File: src/rtl/gpio_setclr.sv
module gpio_setclr #(
  parameter int N          = 8,
  parameter int HAS_SET    = 1,
  parameter int HAS_CLR    = 1,
  parameter int HAS_DIR    = 1,
  parameter int DIR_IN_SEL = 0,
  parameter int INPUT_ONLY = 0
) (
  input  logic         clk,
  input  logic         rst_n,
  input  logic [1:0]   bus_idx,
  input  logic         bus_wr,
  input  logic         bus_rd,
  input  logic [N-1:0] bus_wdata,
  output logic [N-1:0] bus_rdata,
  input  logic [N-1:0] pad_in,
  output logic [N-1:0] pad_out,
  output logic [N-1:0] pad_oe
);
  localparam logic [1:0] IDX_DATA = 2'd0;
  localparam logic [1:0] IDX_SET  = 2'd1;
  localparam logic [1:0] IDX_CLR  = 2'd2;
  localparam logic [1:0] IDX_DIR  = 2'd3;
  localparam logic [N-1:0] DIR_RST = (DIR_IN_SEL != 0) ? '1 : '0;

  logic [N-1:0] meta_q, lvl_q, val_q, dir_q;

  wire wr_data = bus_wr && bus_idx == IDX_DATA && HAS_SET == 0;
  wire wr_set  = bus_wr && bus_idx == IDX_SET  && HAS_SET != 0;
  wire wr_clr  = bus_wr && bus_idx == IDX_CLR  && HAS_CLR != 0;
  wire wr_dir  = bus_wr && bus_idx == IDX_DIR  && HAS_DIR != 0;

  always_ff @(posedge clk or negedge rst_n) begin
    if (!rst_n) begin
      meta_q <= '0;
      lvl_q  <= '0;
    end else begin
      meta_q <= pad_in;
      lvl_q  <= meta_q;
    end
  end

  always_ff @(posedge clk or negedge rst_n) begin
    if (!rst_n)       val_q <= '0;
    else if (wr_data) val_q <= bus_wdata;
    else if (wr_set)  val_q <= (HAS_CLR != 0) ? (val_q | bus_wdata) : bus_wdata;
    else if (wr_clr)  val_q <= val_q & ~bus_wdata;
  end

  always_ff @(posedge clk or negedge rst_n) begin
    if (!rst_n)      dir_q <= DIR_RST;
    else if (wr_dir) dir_q <= bus_wdata;
  end

  generate
    if (INPUT_ONLY != 0) begin : g_nodrive
      assign pad_oe = '0;
    end else if (HAS_DIR == 0) begin : g_alldrive
      assign pad_oe = '1;
    end else if (DIR_IN_SEL != 0) begin : g_insel
      assign pad_oe = ~dir_q;
    end else begin : g_outsel
      assign pad_oe = dir_q;
    end
  endgenerate

  assign pad_out = val_q;

  always_comb begin
    bus_rdata = '0;
    if (bus_rd) begin
      unique case (bus_idx)
        IDX_DATA: bus_rdata = lvl_q;
        IDX_SET:  bus_rdata = (HAS_SET != 0) ? val_q : '0;
        IDX_CLR:  bus_rdata = (HAS_CLR != 0) ? val_q : '0;
        IDX_DIR:  bus_rdata = (HAS_DIR != 0) ? dir_q : '0;
      endcase
    end
  end


  set_or_chk: assert property (@(posedge clk) disable iff (!rst_n)
    (wr_set && HAS_CLR != 0) |=>
      ((pad_out & $past(bus_wdata)) == $past(bus_wdata)) &&
      ((pad_out & ~$past(bus_wdata)) == ($past(pad_out) & ~$past(bus_wdata))));


  clr_low_chk: assert property (@(posedge clk) disable iff (!rst_n)
    wr_clr |=> (pad_out & $past(bus_wdata)) == '0);


  out_hold_chk: assert property (@(posedge clk) disable iff (!rst_n)
    !(wr_data || wr_set || wr_clr) |=> $stable(pad_out));


  oe_hold_chk: assert property (@(posedge clk) disable iff (!rst_n)
    !wr_dir |=> $stable(pad_oe));


  rd_gate_chk: assert property (@(posedge clk) disable iff (!rst_n)
    !bus_rd |-> bus_rdata == '0);
endmodule

File: config.mk
export PLATFORM = sky130hd
export DESIGN_NAME = gpio_setclr
export DESIGN_NICKNAME = d
export VERILOG_FILES = /design/src/rtl/gpio_setclr.sv
export SDC_FILE = /design/constraint.sdc
export NUM_CORES = 1
export LEC_CHECK = 0
export CORE_MARGIN = 3
export CORE_UTILIZATION = 49
export CTS_BUF_LIST = sky130_fd_sc_hd__clkbuf_8
export CTS_CLUSTER_DIAMETER = 200
export DETAILED_ROUTE_END_ITERATION = 8
export HOLD_SLACK_MARGIN = 0.12
export PLACE_DENSITY = 0.95
export SYNTH_ARGS = -nofsm -noshare
export SYNTH_HDL_FRONTEND = slang
export SYNTH_SLANG_ARGS = --single-unit
File: constraint.sdc
create_clock -name clk -period 4.7 [get_ports clk]
set_clock_uncertainty 0.05 [all_clocks]
set_input_delay 0.94 -clock clk [delete_from_list [all_inputs] [get_ports clk]]
set_output_delay 0.94 -clock clk [all_outputs]
set_load 0.02 [all_outputs]
# --- After elaboration in Yosys (flattened, before gate mapping) ---
# Cells that the tools add are included.
# W data, S select, Z words.
op_classes:
  n_shift: 0
  multipliers: 0
  bitwise_logic: 3
  eq_ne: 3
  muxes: 4
  order_cmp: 0
  addsub: 0
  div: 0
  n_reduce_logical: 6
op_table:
  columns: ["operator", "n"]
  rows:
  - ["$mux W8", 3]
  - ["$pmux W8 S3", 1]
  - ["$and A8 B8 Y8", 1]
  - ["$not A8 Y8", 1]
  - ["$or A8 B8 Y8", 1]
  - ["$eq A2 B2 Y1 const B", 2]
  - ["$logic_and A1 B1 Y1", 3]
  - ["$eq A2 B1 Y1 const B", 1]
  - ["$logic_not A2 Y1", 1]
  - ["$reduce_bool A2 Y1", 1]
  - ["$reduce_or A2 Y1", 1]
totals:
  mem_bits_ro: 0
  regBits: 32
  word_cells: 20
  mem_bits_rw: 0
  input_bits: 22
  n_memories: 0
  latch_bits: 0

# --- Longest topological paths before layout ---
logic_depth:
  depth_word: 4
  ltp_mapped: 5
  depth_no_buf: 4

# --- Least setup slack after synthesis ---
# No wires, ideal clock.
synth_timing:
  path_type: "input to output"
  start: "input port bus_idx[0]"
  end: "output port bus_rdata[0]"
  path_buffers: 1
  required_ns: 3.710
  arrival_time_ns: 1.927
  slack_ns: 1.783
  path_stages: 5
  cell_sequence: "inv_1 -> ha_1 -> clkbuf_2 -> a221o_1 -> and3_1"
synth_between:
  elab_chain_cells: 4
synth_lines:
  columns: ["item", "line_no", "text"]
  rows:
  - ["from (decl)", "11", "input logic [1:0] bus_idx,"]
  - ["$eq A2 B1 Y1 / $eq A2 B2 Y1 (equally long branches)", "72", "unique case (bus_idx)"]
  - ["$reduce_or A2 Y1 (no line)", null, null]
  - ["$pmux W8 S3 (*)", "72", null]
  - ["$mux W8 (*)", "71", "if (bus_rd) begin"]
  - ["to (decl)", "15", "output logic [N-1:0] bus_rdata,"]
# Mark *: on every way between the ends. The rest lies on a longest branch, timed or not.

# --- Final worst setup path ---
layout_timing:
  start: "input port bus_idx[0]"
  end: "output port bus_rdata[2]"
# Same word-level chain as after synthesis.

==> impl_metrics.yaml <==
detailed_routing:
  first_pass_iters: 4
  detail_route.wirelength_um: 2987
  wl_per_cell_um: 17.47
  drt-initial-drc-count: 19
  detail_route.drc_violations: 0
  vias: 971
  post_drt_via_cell_ratio: 5.678
  antenna_violation_net_count_after_detailed_routing: 0
clock_network:
  cts.repair.resized: 0
  worst_skew_pair.late_latency_ns: 0.27
  cts_setup_buffers: 0
  cts_inserted_buffers: 5
  clock-root-buffer: "clkbuf_8"
  ctsHoldBuffers: 0
  cts.sink_count: 32
  clkSlewWorstSetupHoldPaths_ns: 0.06
  clock_path_buffers: 2
  cts-htree-levels: 2
  cts_tree: "built"
floorplanning:
  boundaryPins: 46
  die_width_um: 57.66
  start_util_pct: 52.30
  dieArea_um2: 3324
  die_height_um: 57.66
  placementRows: 18
  floorplan.core_area_um2: 2500
logic_synthesis:
  syn_area_per_cell_um2: 13.91
  ys_seq_area_share_pct: 61.24
  syn_nets: 120
  yosysWarningCount: 0
  yosys.cell_types.count: 17
  synth_seq_cells: 32
  synth_area_um2: 1308
  netlist_instances: 94
sta:
  period_share_pct: 85.45
  tightestPinTransition_ns: 0.5403
  fmax_mhz: 249.0
  final_count_of_negative_setup_slack_endpoints: 0
  max_slew_margin_vs_limit_pct: 63.98
  number_of_slew_limit_violations_in_the_final_report: 0
  timing.setup.tns_ns: 0
  finalWorstSetupSlack_ns: 0.6836
  rsz0062_at_grt: "no"
  timing.final.crit_period_ns: 4.016
  hold_viol_final: 0
global_route:
  grtUsageTotal_pct: 20.40
  grt-ovfl-total: 0
  vias_in_the_first_global_route: 1116
  pin_count_of_the_biggest_net_entering_global_routing: 33
  antenna_found_initial: 0
  grt_first_pass_wirelength_um: 4995
critical_path:
  worst_setup_path_end_kind: "output pin"
  worst-endpoint-arrival_ns: 3.03
  worst-setup-path-type: "in -> out"
  setup.worst_path.start_class: "input pin"
  critical_path.max_fanout: 8
  worst-endpoint-required_ns: 3.71
pwr:
  fin_total_pwr_uw: 720.2
  p_per_cell_area_nw_per_um2: 392.6
  vdd_ir_drop_max_v: 0.0002881
  p_leak_uw: 0.0008102
placement:
  gp_congestion: 0.7974
  post_placement_worst_setup_slack_ns: 0.6926
  hpwl_um: 2109
  buffer_ports.inserted: 45
cells_and_area:
  area_growth_syn_to_layout_pct: 40.29
  post-route-util_pct: 73.37
  nNetsFinal: 167
  drive_gt1_share_pct: 12.77
  n_antenna_cell: 0
worst_hold_path:
  hold_crit_path_type: "reg -> reg"
flow_run:
  max-cap-violations: 0
status:
  status: "complete, no violations"
==> placed cells by master (no fill, tap or decap) <==
master	n
a221o_1	8
a22o_1	7
a22o_2	1
and2_4	1
and3_1	8
buf_4	1
clkbuf_8	5
clkdlybuf4s50_1	45
clkinv_2	1
dfrtp_1	32
ha_1	4
inv_1	3
mux2_2	8
nand2_2	1
nand2b_1	3
nand3_1	8
or2b_1	5
==> routing by layer <==
layer,global-route usage (%),vias to the layer above,routed length (µm)
met5,0,-,0
met4,10.93,0,39
met3,4.677,5,172
met2,32.26,36,1546
met1,26.11,497,1229
li1,-,433,-
==> path summary, 6_finish.rpt <==
kind                                       startpoint               endpoint  slack [ns]  depth (start not counted)
worst max register to register  pad_oe[0]$_DFFE_PN0P_  pad_oe[0]$_DFFE_PN0P_        3.85                          1
max in group asynchronous                       rst_n     lvl_q[1]$_DFF_PN0_        3.29                          2
worst min-delay path              meta_q[6]$_DFF_PN0_     lvl_q[6]$_DFF_PN0_        0.30                          0
worst max-delay path                       bus_idx[0]           bus_rdata[2]        0.68                          6
min in group asynchronous                       rst_n  pad_oe[6]$_DFFE_PN0P_        1.01                          2
worst min register to register    meta_q[6]$_DFF_PN0_     lvl_q[6]$_DFF_PN0_        0.30                          0
==> logic make-up after synthesis <==
family | synth area share (%)
flops | 61.24
simple gates | 12.35
compound gates | 11.58
buf+inv | 4.114
mux | 6.890
fa+ha+maj | 3.828
==> power by group <==
part           total, µW  switching [µW]  internal, µW  leakage, µW
combinational        200            91.1           108     0.000390
sequential           335            25.2           309     0.000375
clock                186            88.0          98.1    0.0000452
==> synthesized netlist by cell type <==
cell type / count / area (µm²)
and3_1: 8 / 50.05
dfrtp_1: 32 / 800.8
inv_1: 2 / 7.510
buf_6: 2 / 22.52
and2_4: 1 / 8.760
a22o_2: 1 / 10.01
a221o_1: 8 / 80.08
or2b_1: 5 / 37.54
mux2_2: 8 / 90.09
clkbuf_2: 1 / 5.000
nand3_1: 8 / 40.04
nand2b_1: 3 / 18.77
buf_4: 2 / 15.01
nand2_2: 1 / 6.260
a22o_1: 7 / 61.31
buf_1: 1 / 3.750
ha_1: 4 / 50.05
==> stage by stage <==
stage,instances,instance area [µm²],hold WS (ns)
5_1_grt,171,1834,0.3032
2_1_floorplan,94,1308,0.2812
4_1_cts,171,1834,0.2987
3_5_place_dp,164,1757,0.2855
3_3_place_gp,164,1757,0.2811
6_report,171,1834,0.2982
==> cell type report <==
class | instances | area [µm²]
inverter | 2 | 7.507
timing repair buffer | 46 | 457.9
clock inverter | 2 | 8.758
sequential | 32 | 800.8
multi-input combinational | 54 | 452.9
fill | 174 | 665.6
tap | 30 | 37.54
clock buffer | 5 | 68.82
==> critical path, stage by stage <==
cell and delay [ns]:
clkdlybuf4s50_1 0.52, inv_1 0.08, ha_1 0.41, a221o_1 0.37, and3_1 0.17, clkdlybuf4s50_1 0.53
Note: power is estimated with default switching activity, not from simulation.
